## src/rtl/spi_bank_pkg.sv

```systemverilog
package spi_bank_pkg;

  localparam int ADDR_W = 5;
  localparam int BANK_W = 2;

  localparam logic [2:0] OP_READ  = 3'b000;
  localparam logic [2:0] OP_WRITE = 3'b010;
  localparam logic [2:0] OP_SET   = 3'b100;
  localparam logic [2:0] OP_CLEAR = 3'b101;

  localparam logic [7:0] BYTE_BUF_READ  = 8'h3A;
  localparam logic [7:0] BYTE_BUF_WRITE = 8'h7A;
  localparam logic [7:0] BYTE_RESET     = 8'hFF;

  localparam logic [ADDR_W-1:0] ADDR_SHARED_BASE = 5'h1B;
  localparam logic [ADDR_W-1:0] ADDR_AUTO_CTRL   = 5'h1E;
  localparam logic [ADDR_W-1:0] ADDR_BANK_CTRL   = 5'h1F;
  localparam logic [7:0]        AUTO_CTRL_RESET  = 8'h80;

  typedef enum logic [2:0] {
    CMD_IDLE, CMD_RDREG, CMD_WRREG, CMD_BSET, CMD_BCLR,
    CMD_RDBUF, CMD_WRBUF, CMD_SKIP
  } cmd_e;

  typedef enum logic [1:0] { TX_ZERO, TX_REG, TX_MEM } txSrc_e;

  typedef struct packed {
    logic   fetchReg;
    logic   fetchMem;
    logic   commitReg;
    logic   writeMem;
    logic   advRd;
    logic   softReset;
    logic   byteEnd;
    txSrc_e txSrc;
  } strobes_t;

  function automatic logic isMacAddr(input logic [BANK_W-1:0] bank,
                                     input logic [ADDR_W-1:0] a);
    return ((bank == 2'd2) && (a <= 5'h1A)) ||
           ((bank == 2'd3) && ((a <= 5'h05) || (a == 5'h0A)));
  endfunction

endpackage

```

## src/rtl/spi_bank_front.sv

```systemverilog
module spi_bank_front #(
  parameter int SYNC_STAGES = 2
) (
  input  logic       clk,
  input  logic       rstN,
  input  logic       sck,
  input  logic       mosi,
  input  logic       csN,
  output logic       csActive,
  output logic       sckRise,
  output logic       sckFall,
  output logic       byteDone,
  output logic [7:0] rxByte
);
  localparam int TOP = SYNC_STAGES - 1;

  logic [SYNC_STAGES-1:0] sckSync, mosiSync, csSync;
  logic       sckLast;
  logic [2:0] bitCnt;
  logic [6:0] rxShift;
  logic       sckS, mosiS;

  always_ff @(posedge clk or negedge rstN) begin
    if (!rstN) begin
      sckSync  <= '0;
      mosiSync <= '0;
      csSync   <= '1;
    end else begin
      sckSync  <= {sckSync[TOP-1:0], sck};
      mosiSync <= {mosiSync[TOP-1:0], mosi};
      csSync   <= {csSync[TOP-1:0], csN};
    end
  end

  assign sckS     = sckSync[TOP];
  assign mosiS    = mosiSync[TOP];
  assign csActive = ~csSync[TOP];
  assign sckRise  = csActive & sckS & ~sckLast;
  assign sckFall  = csActive & ~sckS & sckLast;

  always_ff @(posedge clk or negedge rstN) begin
    if (!rstN) begin
      sckLast  <= 1'b0;
      bitCnt   <= '0;
      rxShift  <= '0;
      rxByte   <= '0;
      byteDone <= 1'b0;
    end else begin
      sckLast  <= sckS;
      byteDone <= 1'b0;
      if (!csActive) begin
        bitCnt <= '0;
      end else if (sckRise) begin
        rxShift <= {rxShift[5:0], mosiS};
        bitCnt  <= bitCnt + 3'd1;
        if (bitCnt == 3'd7) begin
          rxByte   <= {rxShift, mosiS};
          byteDone <= 1'b1;
        end
      end
    end
  end

  // a transaction always begins on a byte boundary
  assert_clean_start_R12: assert property (@(posedge clk) disable iff (!rstN)
    $rose(csActive) |-> (bitCnt == 3'd0));

endmodule

```

## src/rtl/spi_bank_ctrl.sv

```systemverilog
module spi_bank_ctrl
  import spi_bank_pkg::*;
(
  input  logic              clk,
  input  logic              rstN,
  input  logic              csActive,
  input  logic              byteDone,
  input  logic [7:0]        rxByte,
  input  logic [BANK_W-1:0] bank,
  output cmd_e              cmd,
  output logic [ADDR_W-1:0] addr,
  output strobes_t          stb
);
  cmd_e       cmdQ, decoded;
  logic [1:0] byteIdx;
  logic       fetchPend;
  logic       macNow, bitOp, firstByte;

  always_comb begin
    case (rxByte[7:5])
      OP_READ:  decoded = CMD_RDREG;
      OP_WRITE: decoded = CMD_WRREG;
      OP_SET:   decoded = CMD_BSET;
      OP_CLEAR: decoded = CMD_BCLR;
      default: begin
        if (rxByte == BYTE_BUF_READ)       decoded = CMD_RDBUF;
        else if (rxByte == BYTE_BUF_WRITE) decoded = CMD_WRBUF;
        else                               decoded = CMD_SKIP;
      end
    endcase
  end

  assign firstByte = byteDone && (byteIdx == 2'd0);

  always_ff @(posedge clk or negedge rstN) begin
    if (!rstN) begin
      cmdQ      <= CMD_IDLE;
      addr      <= '0;
      byteIdx   <= '0;
      fetchPend <= 1'b0;
    end else if (!csActive) begin
      cmdQ      <= CMD_IDLE;
      byteIdx   <= '0;
      fetchPend <= 1'b0;
    end else begin
      fetchPend <= 1'b0;
      if (byteDone) begin
        if (byteIdx == 2'd0) begin
          cmdQ      <= decoded;
          addr      <= rxByte[ADDR_W-1:0];
          byteIdx   <= 2'd1;
          fetchPend <= (decoded == CMD_RDREG) || (decoded == CMD_BSET) ||
                       (decoded == CMD_BCLR)  || (decoded == CMD_RDBUF);
        end else begin
          if (byteIdx != 2'd3) byteIdx <= byteIdx + 2'd1;
          fetchPend <= (cmdQ == CMD_RDBUF);
        end
      end
    end
  end

  assign cmd    = cmdQ;
  assign macNow = isMacAddr(bank, addr);
  assign bitOp  = (cmdQ == CMD_BSET) || (cmdQ == CMD_BCLR);

  always_comb begin
    stb           = '0;
    stb.fetchReg  = fetchPend && ((cmdQ == CMD_RDREG) || bitOp);
    stb.fetchMem  = fetchPend && (cmdQ == CMD_RDBUF);
    stb.commitReg = byteDone && (byteIdx == 2'd1) &&
                    ((cmdQ == CMD_WRREG) || (bitOp && !macNow));
    stb.writeMem  = byteDone && (byteIdx != 2'd0) && (cmdQ == CMD_WRBUF);
    stb.advRd     = byteDone && (byteIdx != 2'd0) && (cmdQ == CMD_RDBUF);
    stb.softReset = firstByte && (rxByte == BYTE_RESET);
    stb.byteEnd   = byteDone;
    case (cmdQ)
      CMD_RDREG: stb.txSrc = (macNow && byteIdx == 2'd1) ? TX_ZERO : TX_REG;
      CMD_RDBUF: stb.txSrc = TX_MEM;
      default:   stb.txSrc = TX_ZERO;
    endcase
  end

  // fetches are always triggered by a completed byte one cycle earlier
  assert_fetch_after_byte_R8: assert property (@(posedge clk) disable iff (!rstN)
    (stb.fetchMem || stb.fetchReg) |-> $past(byteDone));

endmodule

```

## src/rtl/spi_bank_datapath.sv

```systemverilog
module spi_bank_datapath
  import spi_bank_pkg::*;
#(
  parameter int PTR_W      = 13,
  parameter int RESET_HOLD = 64
) (
  input  logic              clk,
  input  logic              rstN,
  input  logic              csActive,
  input  logic              sckFall,
  input  logic [7:0]        rxByte,
  input  cmd_e              cmd,
  input  logic [ADDR_W-1:0] addr,
  input  strobes_t          stb,
  input  logic [7:0]        regRdData,
  input  logic [7:0]        memRdData,
  output logic [BANK_W-1:0] bank,
  output logic              miso,
  output logic [BANK_W+ADDR_W-1:0] regAddr,
  output logic              regRdEn,
  output logic              regWrEn,
  output logic [7:0]        regWrData,
  output logic [PTR_W-1:0]  memAddr,
  output logic              memRdEn,
  output logic              memWrEn,
  output logic [7:0]        memWrData,
  output logic              softResetOut,
  output logic              clkReady
);
  localparam int HOLD_W = $clog2(RESET_HOLD + 1);

  logic [7:0]       autoCtrl, bankCtrl, regLatch, memLatch, txShift;
  logic [7:0]       internalVal, curVal, newVal, txNext;
  logic [PTR_W-1:0] rdPtr, wrPtr, ptrStep;
  logic [15:0]      rdPtr16, wrPtr16;
  logic             regLatchPend, memLatchPend, loadPending;
  logic             isShared, isPtr, isInternal, autoInc;
  logic [HOLD_W-1:0] holdCnt;

  assign bank     = bankCtrl[BANK_W-1:0];
  assign autoInc  = autoCtrl[7];
  assign ptrStep  = {{(PTR_W-1){1'b0}}, autoInc};
  assign rdPtr16  = 16'(rdPtr);
  assign wrPtr16  = 16'(wrPtr);

  assign isShared   = (addr >= ADDR_SHARED_BASE);
  assign isPtr      = !isShared && (bank == 2'd0) && (addr <= 5'd3);
  assign isInternal = isPtr || (addr == ADDR_AUTO_CTRL) || (addr == ADDR_BANK_CTRL);

  always_comb begin
    internalVal = 8'h00;
    if (addr == ADDR_AUTO_CTRL)      internalVal = autoCtrl;
    else if (addr == ADDR_BANK_CTRL) internalVal = bankCtrl;
    else if (isPtr) begin
      case (addr[1:0])
        2'd0: internalVal = rdPtr16[7:0];
        2'd1: internalVal = rdPtr16[15:8];
        2'd2: internalVal = wrPtr16[7:0];
        default: internalVal = wrPtr16[15:8];
      endcase
    end
  end

  assign curVal = isInternal ? internalVal : regLatch;

  always_comb begin
    case (cmd)
      CMD_BSET: newVal = curVal | rxByte;
      CMD_BCLR: newVal = curVal & ~rxByte;
      default:  newVal = rxByte;
    endcase
  end

  assign regAddr   = {(isShared ? 2'b00 : bank), addr};
  assign regRdEn   = stb.fetchReg && !isInternal;
  assign regWrEn   = stb.commitReg && !isInternal;
  assign regWrData = newVal;
  assign memAddr   = (cmd == CMD_WRBUF) ? wrPtr : rdPtr;
  assign memRdEn   = stb.fetchMem;
  assign memWrEn   = stb.writeMem;
  assign memWrData = rxByte;

  // owned registers and pointers
  always_ff @(posedge clk or negedge rstN) begin
    if (!rstN) begin
      autoCtrl <= AUTO_CTRL_RESET;
      bankCtrl <= '0;
      rdPtr    <= '0;
      wrPtr    <= '0;
    end else if (stb.softReset) begin
      autoCtrl <= AUTO_CTRL_RESET;
      bankCtrl <= '0;
      rdPtr    <= '0;
      wrPtr    <= '0;
    end else begin
      if (stb.commitReg && isInternal) begin
        if (addr == ADDR_AUTO_CTRL)      autoCtrl <= newVal;
        else if (addr == ADDR_BANK_CTRL) bankCtrl <= newVal;
        else begin
          case (addr[1:0])
            2'd0: rdPtr <= PTR_W'({rdPtr16[15:8], newVal});
            2'd1: rdPtr <= PTR_W'({newVal, rdPtr16[7:0]});
            2'd2: wrPtr <= PTR_W'({wrPtr16[15:8], newVal});
            default: wrPtr <= PTR_W'({newVal, wrPtr16[7:0]});
          endcase
        end
      end
      if (stb.writeMem) wrPtr <= wrPtr + ptrStep;
      if (stb.advRd)    rdPtr <= rdPtr + ptrStep;
    end
  end

  // read data capture, one cycle after each strobe
  always_ff @(posedge clk or negedge rstN) begin
    if (!rstN) begin
      regLatchPend <= 1'b0;
      memLatchPend <= 1'b0;
      regLatch     <= '0;
      memLatch     <= '0;
    end else begin
      regLatchPend <= regRdEn;
      memLatchPend <= memRdEn;
      if (regLatchPend) regLatch <= regRdData;
      if (memLatchPend) memLatch <= memRdData;
    end
  end

  always_comb begin
    case (stb.txSrc)
      TX_REG:  txNext = curVal;
      TX_MEM:  txNext = memLatch;
      default: txNext = 8'h00;
    endcase
  end

  // MISO shifter: load at the falling edge after a byte boundary
  always_ff @(posedge clk or negedge rstN) begin
    if (!rstN) begin
      txShift     <= '0;
      loadPending <= 1'b0;
    end else if (!csActive) begin
      txShift     <= '0;
      loadPending <= 1'b0;
    end else begin
      if (sckFall) begin
        if (loadPending) begin
          txShift     <= txNext;
          loadPending <= 1'b0;
        end else begin
          txShift <= {txShift[6:0], 1'b0};
        end
      end
      if (stb.byteEnd) loadPending <= 1'b1;
    end
  end

  assign miso = txShift[7];

  always_ff @(posedge clk or negedge rstN) begin
    if (!rstN) begin
      holdCnt      <= HOLD_W'(RESET_HOLD);
      softResetOut <= 1'b0;
    end else begin
      softResetOut <= stb.softReset;
      if (stb.softReset)       holdCnt <= HOLD_W'(RESET_HOLD);
      else if (holdCnt != '0)  holdCnt <= holdCnt - 1'b1;
    end
  end

  assign clkReady = (holdCnt == '0);

  // soft reset drops the ready flag and the bank selection
  assert_hold_after_reset_R11: assert property (@(posedge clk) disable iff (!rstN)
    stb.softReset |=> !clkReady);
  assert_bank_cleared_R11: assert property (@(posedge clk) disable iff (!rstN)
    stb.softReset |=> (bank == 2'd0));
  // at most one port access per cycle
  assert_single_access_R7: assert property (@(posedge clk) disable iff (!rstN)
    $onehot0({regWrEn, regRdEn, memWrEn, memRdEn}));
  // write pointer steps by one per buffer byte with auto-increment
  assert_ptr_step_R9: assert property (@(posedge clk) disable iff (!rstN)
    (memWrEn && autoInc) |=> (wrPtr == $past(wrPtr) + 1'b1));
  // no register write outside a transaction
  assert_write_in_cs_R12: assert property (@(posedge clk) disable iff (!rstN)
    regWrEn |-> csActive);

endmodule

```

## src/rtl/spi_bank_cmd_decoder.sv

```systemverilog
module spi_bank_cmd_decoder
  import spi_bank_pkg::*;
#(
  parameter int PTR_W       = 13,
  parameter int RESET_HOLD  = 64,
  parameter int SYNC_STAGES = 2
) (
  input  logic             clk,
  input  logic             rstN,
  input  logic             sck,
  input  logic             mosi,
  input  logic             csN,
  output logic             miso,
  output logic [6:0]       regAddr,
  output logic             regRdEn,
  input  logic [7:0]       regRdData,
  output logic             regWrEn,
  output logic [7:0]       regWrData,
  output logic [PTR_W-1:0] memAddr,
  output logic             memRdEn,
  input  logic [7:0]       memRdData,
  output logic             memWrEn,
  output logic [7:0]       memWrData,
  output logic             softResetOut,
  output logic             clkReady
);
  logic              csActive, sckRise, sckFall, byteDone;
  logic [7:0]        rxByte;
  logic [BANK_W-1:0] bank;
  logic [ADDR_W-1:0] addr;
  cmd_e              cmd;
  strobes_t          stb;

  spi_bank_front #(.SYNC_STAGES(SYNC_STAGES)) uFront (
    .clk, .rstN, .sck, .mosi, .csN,
    .csActive, .sckRise, .sckFall, .byteDone, .rxByte
  );

  spi_bank_ctrl uCtrl (
    .clk, .rstN, .csActive, .byteDone, .rxByte, .bank,
    .cmd, .addr, .stb
  );

  spi_bank_datapath #(.PTR_W(PTR_W), .RESET_HOLD(RESET_HOLD)) uPath (
    .clk, .rstN, .csActive, .sckFall, .rxByte, .cmd, .addr, .stb,
    .regRdData, .memRdData, .bank, .miso, .regAddr, .regRdEn, .regWrEn,
    .regWrData, .memAddr, .memRdEn, .memWrEn, .memWrData,
    .softResetOut, .clkReady
  );

  // a new bit is only presented after a falling edge or in idle
  assert_miso_on_fall_R2: assert property (@(posedge clk) disable iff (!rstN)
    (csActive && $past(csActive) && !$stable(miso)) |-> $past(sckFall));

endmodule

```

## config.mk

```make
export PLATFORM = sky130hd
export DESIGN_NAME = spi_bank_cmd_decoder
export DESIGN_NICKNAME = d
export VERILOG_FILES = /design/src/rtl/spi_bank_pkg.sv /design/src/rtl/spi_bank_front.sv /design/src/rtl/spi_bank_ctrl.sv /design/src/rtl/spi_bank_datapath.sv /design/src/rtl/spi_bank_cmd_decoder.sv
export SDC_FILE = /design/constraint.sdc
export NUM_CORES = 1
export LEC_CHECK = 0
export BUFFER_PORTS_ARGS = -buffer_cell sky130_fd_sc_hd__buf_2
export CAP_MARGIN = 40
export CELL_PAD_IN_SITES_DETAIL_PLACEMENT = 0
export CELL_PAD_IN_SITES_GLOBAL_PLACEMENT = 2
export CORE_ASPECT_RATIO = 0.8
export CORE_MARGIN = 2
export CORE_UTILIZATION = 34
export DETAILED_ROUTE_END_ITERATION = 8
export HOLD_SLACK_MARGIN = 0.08
export MAX_ROUTING_LAYER = met4
export PLACE_DENSITY = 0.74
export SYNTH_ARGS = -nofsm -noshare
export SYNTH_HDL_FRONTEND = slang
export SYNTH_SLANG_ARGS = --single-unit
```

## constraint.sdc

```tcl
create_clock -name clk -period 2.07 [get_ports clk]
set_input_delay 0.414 -clock clk [delete_from_list [all_inputs] [get_ports clk]]
set_output_delay 0.414 -clock clk [all_outputs]
set_load 0.01 [all_outputs]
```

==> impl_metrics.py, run 1 <==
metrics = {
    "timing": {
        "tightest_slew_ps": 630.3,
        "finalCritPeriodShare_pct": 131.8,
        "fmax_ghz": 0.3665,
        "finClkSkew_ps": 7.266,
        "grt_setup_unrepaired": "true",
        "timing.final.max_slew_violations": 0,
        "max_slew_margin_pct": 57.98,
        "worst_slack_ps": -658.3,
        "hold_viol": 0,
        "period_minus_slack_ps": 2728,
        "finalSetupViolations": 48,
    },
    "floorplanning": {
        "io_pins": 64,
        "start_util_pct": 34.70,
        "dieArea_um2": 20560,
        "fp.dieW_um": 159.8,
        "core_area_um2": 19030,
        "rows": 45,
        "die_height_um": 128.7,
    },
    "cts": {
        "h-tree-depth": 4,
        "cts.sinks": 114,
        "clk_pin_slew_ps": 60,
        "cts_tree": "yes",
        "clk_path_buf_depth": 2,
        "cts_root_buf": "clkbuf_16",
        "numCtsBuffers": 17,
        "clock_latency_ps": 430,
    },
    "grt": {
        "met2_usage_pct": 38.27,
        "use_met1_pct": 34.98,
        "grt_start_max_net_pins": 39,
        "grt_pass1_vias": 6330,
        "antenna_found_initial": 2,
        "globalRouteMet3Util_pct": 6.222,
        "track_usage_pct": 25.74,
        "grt_pass1_wl_um": 38010,
        "gr-total-overflow": 0,
        "busiest_layer": "met2",
    },
    "setup_path": {
        "path_class": "reg -> out",
        "crit_arrival_ps": 2310,
        "cp_max_fo": 7,
        "critPathRequiredTime_ps": 1660,
        "cp-end-kind": "primary output",
        "crit_path_start_kind": "flip-flop",
    },
    "place": {
        "dpl.hpwl_um": 19120,
        "dpl-instance-area_um2": 8327,
        "routabilityCongestion": 0.9863,
        "place_ws_ps": -289.3,
        "port_buffers": 63,
        "dp.cells": 1113,
    },
    "finish": {
        "drive_above_1_share_pct": 48.42,
        "seq_area_um2": 2865,
        "multi_input_area_um2": 3865,
        "stdcell_count": 1177,
        "nFillCells": 1777,
        "area.growth.synth_to_final_pct": 47.63,
        "finalNetCount": 938,
        "final_area_um2": 9749,
    },
    "detailed_routing": {
        "vias": 6427,
        "wl_per_cell_um": 21.59,
        "first_pass_iters": 5,
        "vias_per_cell": 5.460,
        "ant_nets": 0,
        "wirelength_um": 25410,
        "drc": 0,
        "drt-initial-drc-count": 489,
    },
    "yosys": {
        "synth.top_cell.area_share_pct": 41.68,
        "seq_area_frac_synth_pct": 43.27,
        "ys_warn_count": 0,
        "yosys.area.top_type": "dfrtp_1",
        "avgSynthCellArea_um2": 9.769,
        "synth_area_leaders": "dfrtp_1 42%, mux2_2 7.5%, a21oi_1 3.3%",
        "syn_area_um2": 6604,
        "synth_edf_count": 0,
        "async_reset_ff_share_pct": 100.0,
        "synthCells": 676,
        "synth.distinct_cells": 77,
        "syn_nets": 710,
        "synth_seq_cells": 114,
        "synth_top_flop_cell": "dfrtp_1",
        "synth_commonest_cells": "110 x dfrtp_1, 58 x nand2_1, 53 x nor2_1",
        "yosysMostFrequentCell": "dfrtp_1",
    },
    "hold_path": {
        "holdCritPathClass": "in -> reg",
    },
    "run_status": {
        "outcome": "finished, violations left",
        "violations": "negative setup slack",
    },
    "power": {
        "power.total_mw": 5.509,
        "p_leak_nw": 4.627,
        "peakVddDrop_mv": 0.3163,
        "powerDensity_nw_per_um2": 565.1,
    },
    "job": {
        "cap_viol_max_count": 0,
    },
}
==> registers in the layout, indices dropped and copies added, names as in the netlist <==
signal and cells:
uPath.bankCtrl 8, uPath.memLatch 8, uFront.byteDone 1, uFront.rxShift 7
uPath.txShift 8, uPath.softResetOut 1, uFront.csSync 2, uCtrl.cmd 3
uCtrl.fetchPend 1, uPath.holdCnt 7, uFront.rxByte 8, uFront.mosiSync 2
uFront.bitCnt 3, uCtrl.addr 5, uPath.loadPending 1, uFront.sckSync 2
uPath.autoCtrl 8, uPath.rdPtr 13, uPath.memLatchPend 1, uCtrl.byteIdx 2
uPath.regLatchPend 1, uPath.wrPtr 13, uPath.regLatch 8, uFront.sckLast 1
==> kinds of logic (layout without fill, tap and decap cells) <==
group | Yosys count | after routing | synth area share, %
AOI/OAI and AO/OA | 169 | 169 | 17.53
xor gates and xnor gates | 8 | 8 | 1.061
adders and majority gates | 13 | 13 | 2.463
buffers and inverters | 68 | 309 | 4.983
DFF | 114 | 114 | 43.27
muxes | 61 | 61 | 11.03
other | 0 | 2 | 0
and+or+nand+nor | 243 | 243 | 19.67
==> per-layer routing <==
layer,vias up,share of wire [%]
li1,2950,-
met1,3184,45
met2,255,44
met3,38,8.1
met4,0,2.6
met5,-,0
==> metrics by stage <==
| stage | hold WS, ps | TNS, ps | util, % |
|---|---|---|---|
| final | 96.83 | -10500 | 51.23 |
| after global routing | 90.53 | -15100 | 51.23 |
| after CTS | 86.50 | -9658 | 49.34 |
| after detailed placement | 346.8 | -6741 | 43.75 |
| after global placement | 331.5 | -5674 | 43.75 |
| after floorplan | 118.4 | -1222 | - |
==> final timing paths <==
check,from,endpoint,slack [ps],cells past startpoint
max in group asynchronous,rstN,uPath.autoCtrl[7],940,3
hold / removal,sck,uFront.sckSync[0],100,1
hold reg to reg,uFront.csSync[0],uFront.csSync[1],360,0
setup / recovery,uCtrl.addr[1],regWrData[2],-660,8
setup reg to reg,uCtrl.addr[1],uPath.txShift[2],-250,9
min in group asynchronous,rstN,uFront.rxShift[6],510,2
==> cell type report <==
| type | count | share of cell area (%) |
|---|---|---|
| Clock buffer | 17 | 4.363 |
| Sequential cell | 114 | 29.39 |
| Inverter | 27 | 1.040 |
| Clock inverter | 15 | 1.784 |
| Tap cell | 258 | 3.311 |
| Timing Repair Buffer | 250 | 20.42 |
| Antenna cell | 2 | 0.05133 |
| Multi-Input combinational cell | 494 | 39.64 |
==> worst max-delay path, stage by stage (launching register included) <==
cell      delay (ps)
dfrtp_2          460
buf_12           150
mux4_2           480
and3_4           190
a211oi_4         270
nor2_2            80
nand2_2           80
nand2_2           50
buf_6            110
==> repair_timing <==
action,CTS,global route
resized for setup,76,68
gates cloned,1,0
endpoints found under the setup margin,69,76
setup buffers,13,16
hold buffers,3,0
pin swaps,17,29
hold endpoints to repair,34,0
==> placed cells by master, fill, tap and decap left out, types with 9 or more instances in the layout <==
master / count
nand2_1: 50
a21oi_1: 36
o21ai_1: 14
inv_1: 19
and3_1: 10
clkbuf_16: 17
buf_2: 42
buf_6: 41
mux2_2: 44
nand3_1: 25
buf_4: 159
o22ai_1: 10
nor3_1: 12
nor2_1: 50
o21ai_0: 25
nand2b_1: 9
dfrtp_1: 104
mux2i_1: 12
==> power breakdown <==
group / total [mW] / switching, mW / internal (mW)
clock: 3.01 / 1.20 / 1.81
combinational: 0.157 / 0.0790 / 0.0775
sequential: 2.34 / 0.0465 / 2.30
total: 5.51 / 1.33 / 4.18
Power figures use the tool's default switching activity.
==> run 2, diff against run 1 <==
- ABC_AREA: not set -> 1
- CORE_UTILIZATION: 34 -> 31
==> run 2 against run 1 <==
Die area grew 11%. Wire length is 2.3% lower. Worst setup slack better by 300 ps. First-iteration DRC count increased by 7.8%. Global-route usage decreased by 2.7 points. Combinational power is 11% higher. Largest cell class unchanged. Via count is 6.8% higher. Final area unchanged. The run still ends with negative setup slack left. Clock skew up 1.1 ps. Synthesized area increased by 1.4%.
==> impl_metrics.py, run 2 <==
metrics = {
    "run_status": {
        "outcome": "finished, violations left",
        "violations": "negative setup slack",
    },
    "yosys": {
        "synth.top_cell.area_share_pct": 41.10,
        "synth_seq_cells": 114,
        "synth-compound-area-share_pct": 12.78,
        "yosysMostFrequentCell": "nand2_1",
        "synth_simple_gate_area_share_pct": 31.40,
        "synthCells": 906,
        "async_reset_ff_share_pct": 100.0,
        "syn_nets": 940,
        "ys_warn_count": 0,
        "synth_top_flop_cell": "dfrtp_1",
        "synth_edf_count": 0,
        "synth_top_family_by_area": "simple AND/OR/NAND/NOR gates",
        "synth_commonest_cells": "261 x nand2_1, 110 x dfrtp_1, 104 x inv_1",
        "seq_area_frac_synth_pct": 42.67,
        "avgSynthCellArea_um2": 7.393,
        "syn_area_um2": 6698,
        "synth_mux_area_share_pct": 1.177,
        "yosys.area.top_type": "dfrtp_1",
        "synth.distinct_cells": 41,
        "synthAdderAreaFrac_pct": 2.429,
        "synth_area_leaders": "dfrtp_1 41%, nand2_1 15%, inv_1 5.8%",
        "synthXorXnorAreaFrac_pct": 0.7846,
    },
    "timing": {
        "timing.final.max_slew_violations": 0,
        "hold_viol": 0,
        "finalSetupViolations": 20,
        "max_slew_margin_pct": 65.31,
        "worst_slack_ps": -356.2,
        "fmax_ghz": 0.4122,
        "finClkSkew_ps": 8.378,
        "worst_hold_slack_ps": 102.6,
        "grt_setup_unrepaired": "true",
        "tightest_slew_ps": 520.4,
        "finalCritPeriodShare_pct": 117.2,
        "period_minus_slack_ps": 2426,
    },
    "floorplanning": {
        "rows": 48,
        "core_area_um2": 21380,
        "fp.dieW_um": 168.3,
        "dieArea_um2": 22800,
        "die_height_um": 135.5,
        "io_pins": 64,
        "start_util_pct": 31.33,
    },
    "grt": {
        "grt_pass1_vias": 6531,
        "grt_pass1_wl_um": 38190,
        "antenna_found_initial": 0,
        "grt_start_max_net_pins": 40,
        "track_usage_pct": 23.03,
        "gr-total-overflow": 0,
    },
    "cts": {
        "h-tree-depth": 4,
        "cts_root_buf": "clkbuf_16",
        "clk_pin_slew_ps": 60,
        "cts.sinks": 114,
        "clk_path_buf_depth": 2,
        "cts_tree": "yes",
        "clock_latency_ps": 420,
        "numCtsBuffers": 17,
    },
    "detailed_routing": {
        "first_pass_iters": 5,
        "drt-initial-drc-count": 527,
        "vias_per_cell": 4.865,
        "wl_per_cell_um": 17.61,
        "vias": 6865,
        "drc": 0,
        "ant_nets": 0,
        "wirelength_um": 24840,
    },
    "finish": {
        "final_area_um2": 9749,
        "layout_common_cells": "229 x nand2_1, 117 x buf_4, 103 x dfrtp_1, 98 x inv_1, 60 x nand3_1",
        "nFillCells": 2141,
        "finalNetCount": 1157,
        "area.growth.synth_to_final_pct": 45.56,
        "drive_above_1_share_pct": 36.53,
        "final_common_cell": "nand2_1",
        "reg.largest.list": "uPath.rdPtr (13), uPath.wrPtr (13)",
        "diodes": 0,
    },
    "power": {
        "powerDensity_nw_per_um2": 557.9,
        "p_leak_nw": 4.909,
        "peakVddDrop_mv": 0.4775,
        "pwr-share-clk_pct": 54.6,
        "swShare_pct": 24.09,
        "comb_power_share_pct": 3.2,
        "seq_power_share_pct": 42.2,
        "p_sw_mw": 1.310,
        "p_int_mw": 4.129,
    },
    "setup_path": {
        "ff2ff_setup_slack_ps": -100,
        "path_cells": "buf_6, nor2_4, buf_6, nand2_4, o21ai_2, nand2_1, nand4_1, nand2_1, o21ai_2, buf_2",
        "path_class": "reg -> out",
        "cp-end-kind": "primary output",
        "cp.buffers_inverters": 3,
        "worst_path_max_delay_cell": "dfrtp_2",
        "critPathTopFamily": "simple AND/OR/NAND/NOR gates",
        "crit_path_start_kind": "flip-flop",
        "crit_arrival_ps": 2010,
        "slowest_delay_ps": 440,
        "critPathRequiredTime_ps": 1660,
        "cp_max_fo": 7,
    },
    "place": {
        "dpl-instance-area_um2": 7998,
        "dpl.hpwl_um": 18430,
        "routabilityCongestion": 0.8806,
        "place_ws_ps": -157.8,
        "port_buffers": 63,
    },
    "job": {
        "cap_viol_max_count": 0,
    },
    "hold_path": {
        "holdCritPathClass": "in -> reg",
    },
}
[run 2: changes by cell type after synthesis, moves of 10 or more]
| cell | change |
|---|---|
| nand4_1 | +19 |
| and3_1 | -13 |
| inv_2 | +15 |
| inv_1 | +80 |
| nand3_1 | +42 |
| nand2_2 | +15 |
| mux2_2 | -37 |
| nor3_1 | -10 |
| nand2_1 | +203 |
| o21ai_1 | +14 |
| o21ai_0 | +41 |
| mux2i_1 | -12 |
[run 2: what timing repair did]
| action | in CTS | in global routing |
|---|---|---|
| setup buffers | 43 | 19 |
| endpoints found under the hold margin | 33 | 0 |
| gates cloned | 1 | 1 |
| setup endpoints to repair | 44 | 67 |
| resized for setup | 87 | 107 |
| pin swaps | 40 | 41 |
| hold buffers | 3 | 0 |
[run 2: metal layers]
| metal | track usage (%) | part of all wire [%] | vias up |
|---|---|---|---|
| met5 | - | 0 | - |
| met4 | 5.699 | 1.4 | 0 |
| met3 | 4.674 | 6.2 | 22 |
| met1 | 33.43 | 50 | 3252 |
| li1 | - | - | 3396 |
| met2 | 32.74 | 43 | 195 |
[run 2: power by group through the flow]
stage / combinational, mW / clock [mW] / sequential [mW]
after floorplan: 0.0661 / 0 / 2.33
after global placement: 0.172 / 0 / 2.33
after detailed placement: 0.172 / 0 / 2.34
after CTS: 0.179 / 3.04 / 2.29
after global routing: 0.205 / 3.12 / 2.30
final: 0.175 / 2.97 / 2.30
[run 2: cells by family (layout without fill, tap and decap cells)]
logic type	Yosys count	count (layout)
AND/OR/NAND/NOR	463	463
AO/OA/AOI/OAI	158	158
buffers and inverters	145	375
flip-flops	114	114
adder cells (fa/ha/maj)	13	13
multiplexers	7	7
XOR/XNOR	6	6
[run 2: worst register-to-register path, delay by kind of cell, from the launching register on]
| kind | cells | cell delay, ps |
|---|---|---|
| flip-flops | 1 | 450 |
| AO/OA/AOI/OAI | 3 | 380 |
| AND/OR/NAND/NOR | 4 | 380 |
| adder cells (fa/ha/maj) | 1 | 330 |
| buffers and inverters | 4 | 510 |
[run 2: metrics by stage]
stage	power (mW)	std cells	TNS (ps)	utilization (%)
after floorplan	2.398	906	0	-
after global placement	2.506	1315	-577.9	37.41
after detailed placement	2.507	1315	-955.0	37.41
after CTS	5.511	1393	-3138	43.40
after global routing	5.628	1411	-5677	45.60
final	5.439	1411	-3504	45.60
[run 2: cell type report]
| cell class | instances | area, um2 | share of cell area [%] |
|---|---|---|---|
| inverter | 122 | 473.0 | 4.851 |
| clock buffer | 19 | 432.9 | 4.440 |
| timing repair buffer | 221 | 1803 | 18.49 |
| multi-input combinational | 647 | 3679 | 37.73 |
| clock inverter | 13 | 151.4 | 1.553 |
| sequential | 114 | 2867 | 29.40 |
| tap | 275 | 344.1 | 3.529 |
[run 2: worst paths after layout]
path	start	to	cells past startpoint
max	uCtrl.addr[1]	regWrData[6]	10
min	mosi	uFront.mosiSync[0]	1
max reg2reg	uCtrl.addr[2]	uPath.txShift[6]	12
min reg2reg	uFront.mosiSync[0]	uFront.mosiSync[1]	0
max in group asynchronous	rstN	uPath.autoCtrl[7]	3
min in group asynchronous	rstN	uFront.sckSync[0]	2
==> run 3, diff against run 2 <==
- ABC_AREA: 1 -> 0
- ABC_CLOCK_PERIOD_IN_PS: not set -> 2070
- CORE_UTILIZATION: 31 -> 34
- TNS_END_PERCENT: not set -> 20
==> run 3 against run 2 <==
The flow still finishes with violations (negative setup slack). Worst hold slack got worse by 31 ps. Worst setup slack worse by 300 ps. Clock skew hardly changed. First-iteration DRC count decreased by 2.3%. Sequential cell count did not move. Wire length is 4.6% higher. Maximum frequency down 11%. Core utilization rose by 5.6 points. Combinational power down 14%. Clock power is 6% lower. Critical endpoint is now regWrData[3]. Largest cell class unchanged.
==> impl_metrics.py, run 3 (same netlist as run 1, synthesis figures left out) <==
metrics = {
    "finish": {
        "stdcell_count": 1179,
        "seq_area_um2": 2867,
        "drive_above_1_share_pct": 49.08,
        "diodes": 0,
        "final_util_pct": 51.18,
        "multi_input_area_um2": 3865,
        "reg.largest.list": "uPath.rdPtr (13), uPath.wrPtr (13)",
        "nFillCells": 1846,
        "finalNetCount": 942,
        "area.growth.synth_to_final_pct": 47.50,
        "final_common_cell": "buf_4",
        "layout_common_cells": "160 x buf_4, 103 x dfrtp_1, 53 x nand2_1, 49 x nor2_1, 45 x buf_6",
        "final_area_um2": 9741,
    },
    "run_status": {
        "outcome": "finished, violations left",
        "violations": "negative setup slack",
    },
    "setup_path": {
        "r2r_start": "uCtrl.addr[1]",
        "slowest_delay_ps": 470,
        "reg2regPathDepth": 12,
        "rr_endpoint": "uPath.txShift[1]",
        "critPathTopFamily": "buffers and inverters",
        "cp_max_fo": 6,
        "crit_path_start_kind": "flip-flop",
        "worst_path_max_delay_cell": "mux4_2",
        "ff2ff_setup_slack_ps": -180,
        "critPathRequiredTime_ps": 1660,
        "cp.buffers_inverters": 4,
        "cp-end-kind": "primary output",
        "crit_arrival_ps": 2310,
        "path_cells": "buf_6, buf_4, buf_4, mux4_2, a221oi_4, o31ai_4, buf_2",
        "cp_common_cell": "buf_4",
        "path_class": "reg -> out",
    },
    "timing": {
        "worst_hold_slack_ps": 71.28,
        "timing.final.max_slew_violations": 0,
        "tightest_slew_ps": 643.1,
        "grt_setup_unrepaired": "true",
        "hold_viol": 0,
        "finalCritPeriodShare_pct": 131.6,
        "tns_ps": -10600,
        "finClkSkew_ps": 8.791,
        "period_minus_slack_ps": 2724,
        "max_slew_margin_pct": 57.13,
        "worst_slack_ps": -654.1,
        "fmax_ghz": 0.3671,
        "finalSetupViolations": 58,
    },
    "place": {
        "dp.cells": 1129,
        "port_buffers": 63,
        "routabilityCongestion": 0.9862,
        "dpl-instance-area_um2": 8374,
        "place_ws_ps": -507.9,
        "dpl.hpwl_um": 19850,
    },
    "power": {
        "powerDensity_nw_per_um2": 540.7,
        "p_sw_mw": 1.340,
        "peakVddDrop_mv": 0.3842,
        "seq_power_share_pct": 44.4,
        "p_leak_nw": 4.611,
        "pwr-share-clk_pct": 52.7,
        "power.total_mw": 5.267,
        "swShare_pct": 25.45,
        "p_int_mw": 3.927,
        "comb_power_share_pct": 2.9,
    },
    "floorplanning": {
        "core_area_um2": 19030,
        "rows": 45,
        "start_util_pct": 34.70,
        "die_height_um": 128.7,
        "dieArea_um2": 20560,
        "fp.dieW_um": 159.8,
        "io_pins": 64,
    },
    "detailed_routing": {
        "wirelength_um": 26000,
        "drt-initial-drc-count": 515,
        "ant_nets": 0,
        "wl_per_cell_um": 22.05,
        "vias_per_cell": 5.472,
        "first_pass_iters": 4,
        "drc": 0,
        "vias": 6451,
    },
    "cts": {
        "clock_latency_ps": 430,
        "cts_root_buf": "clkbuf_16",
        "numCtsBuffers": 17,
        "clk_path_buf_depth": 2,
        "h-tree-depth": 4,
        "cts_tree": "yes",
        "cts.sinks": 114,
        "clk_pin_slew_ps": 60,
    },
    "grt": {
        "grt_start_max_net_pins": 115,
        "grt_pass1_wl_um": 39230,
        "gr-total-overflow": 0,
        "antenna_found_initial": 0,
        "grt_pass1_vias": 6414,
        "track_usage_pct": 26.51,
    },
    "hold_path": {
        "holdCritPathClass": "in -> async",
    },
    "job": {
        "cap_viol_max_count": 0,
    },
}
[run 3: cell count changes in the layout (fill, tap and decap cells not counted), sizes merged, moves of 12 or more]
cell / delta
nand4: -19
inv: -92
nand3: -48
o21ai: -60
buf: +34
and3: +13
mux2: +37
mux2i: +12
nand2: -219
[run 3: metal layers]
layer | GRT usage (%) | wire, um | up-vias | share of wire (%)
met4 | 7.048 | 422 | 0 | 1.6
met3 | 6.770 | 1879 | 30 | 7.2
met2 | 37.54 | 11100 | 217 | 43
met1 | 37.58 | 12590 | 3266 | 48
met5 | - | 0 | - | 0
li1 | - | - | 2938 | -
[run 3: how the worst max path moves through the flow]
stage	to	from	cells past startpoint
after floorplan	regWrData[1]	uCtrl.addr[1]	7
after global placement	regWrData[1]	uCtrl.addr[1]	7
after detailed placement	regWrData[5]	uCtrl.addr[1]	8
after CTS	regWrData[1]	uCtrl.addr[1]	8
after global routing	regWrData[1]	uCtrl.addr[1]	8
final	regWrData[3]	uCtrl.addr[1]	7
[run 3: repair_timing]
| action | CTS | global route |
|---|---|---|
| setup buffers | 8 | 10 |
| gates resized for setup | 74 | 81 |
| endpoints found under the setup margin | 78 | 77 |
| hold endpoints to repair | 2 | 0 |
| pin swaps | 23 | 28 |
| hold buffers | 2 | 0 |
[run 3: worst register-to-register path, delay by kind of cell (launching register included)]
family	cells	cell delay [ps]
AOI/OAI and AO/OA	5	740
DFF	1	410
buffers and inverters	4	410
and+or+nand+nor	2	350
adders and majority gates	1	270
[run 3: cell type report]
class                      instances  area share [%]
clock buffer                      17           4.367
clock inverter                    15           1.272
inverter                          27           1.040
multi-input combinational        494           39.68
sequential                       114           29.43
tap                              258           3.314
timing repair buffer             254           20.90
[run 3: power by group through the flow]
stage,sequential [mW],clock [mW],combinational (mW)
floorplan,2.36,0,0.0707
global placement,2.37,0,0.146
detailed placement,2.38,0,0.153
CTS,2.34,2.82,0.157
global route,2.35,2.93,0.171
finish,2.34,2.78,0.151
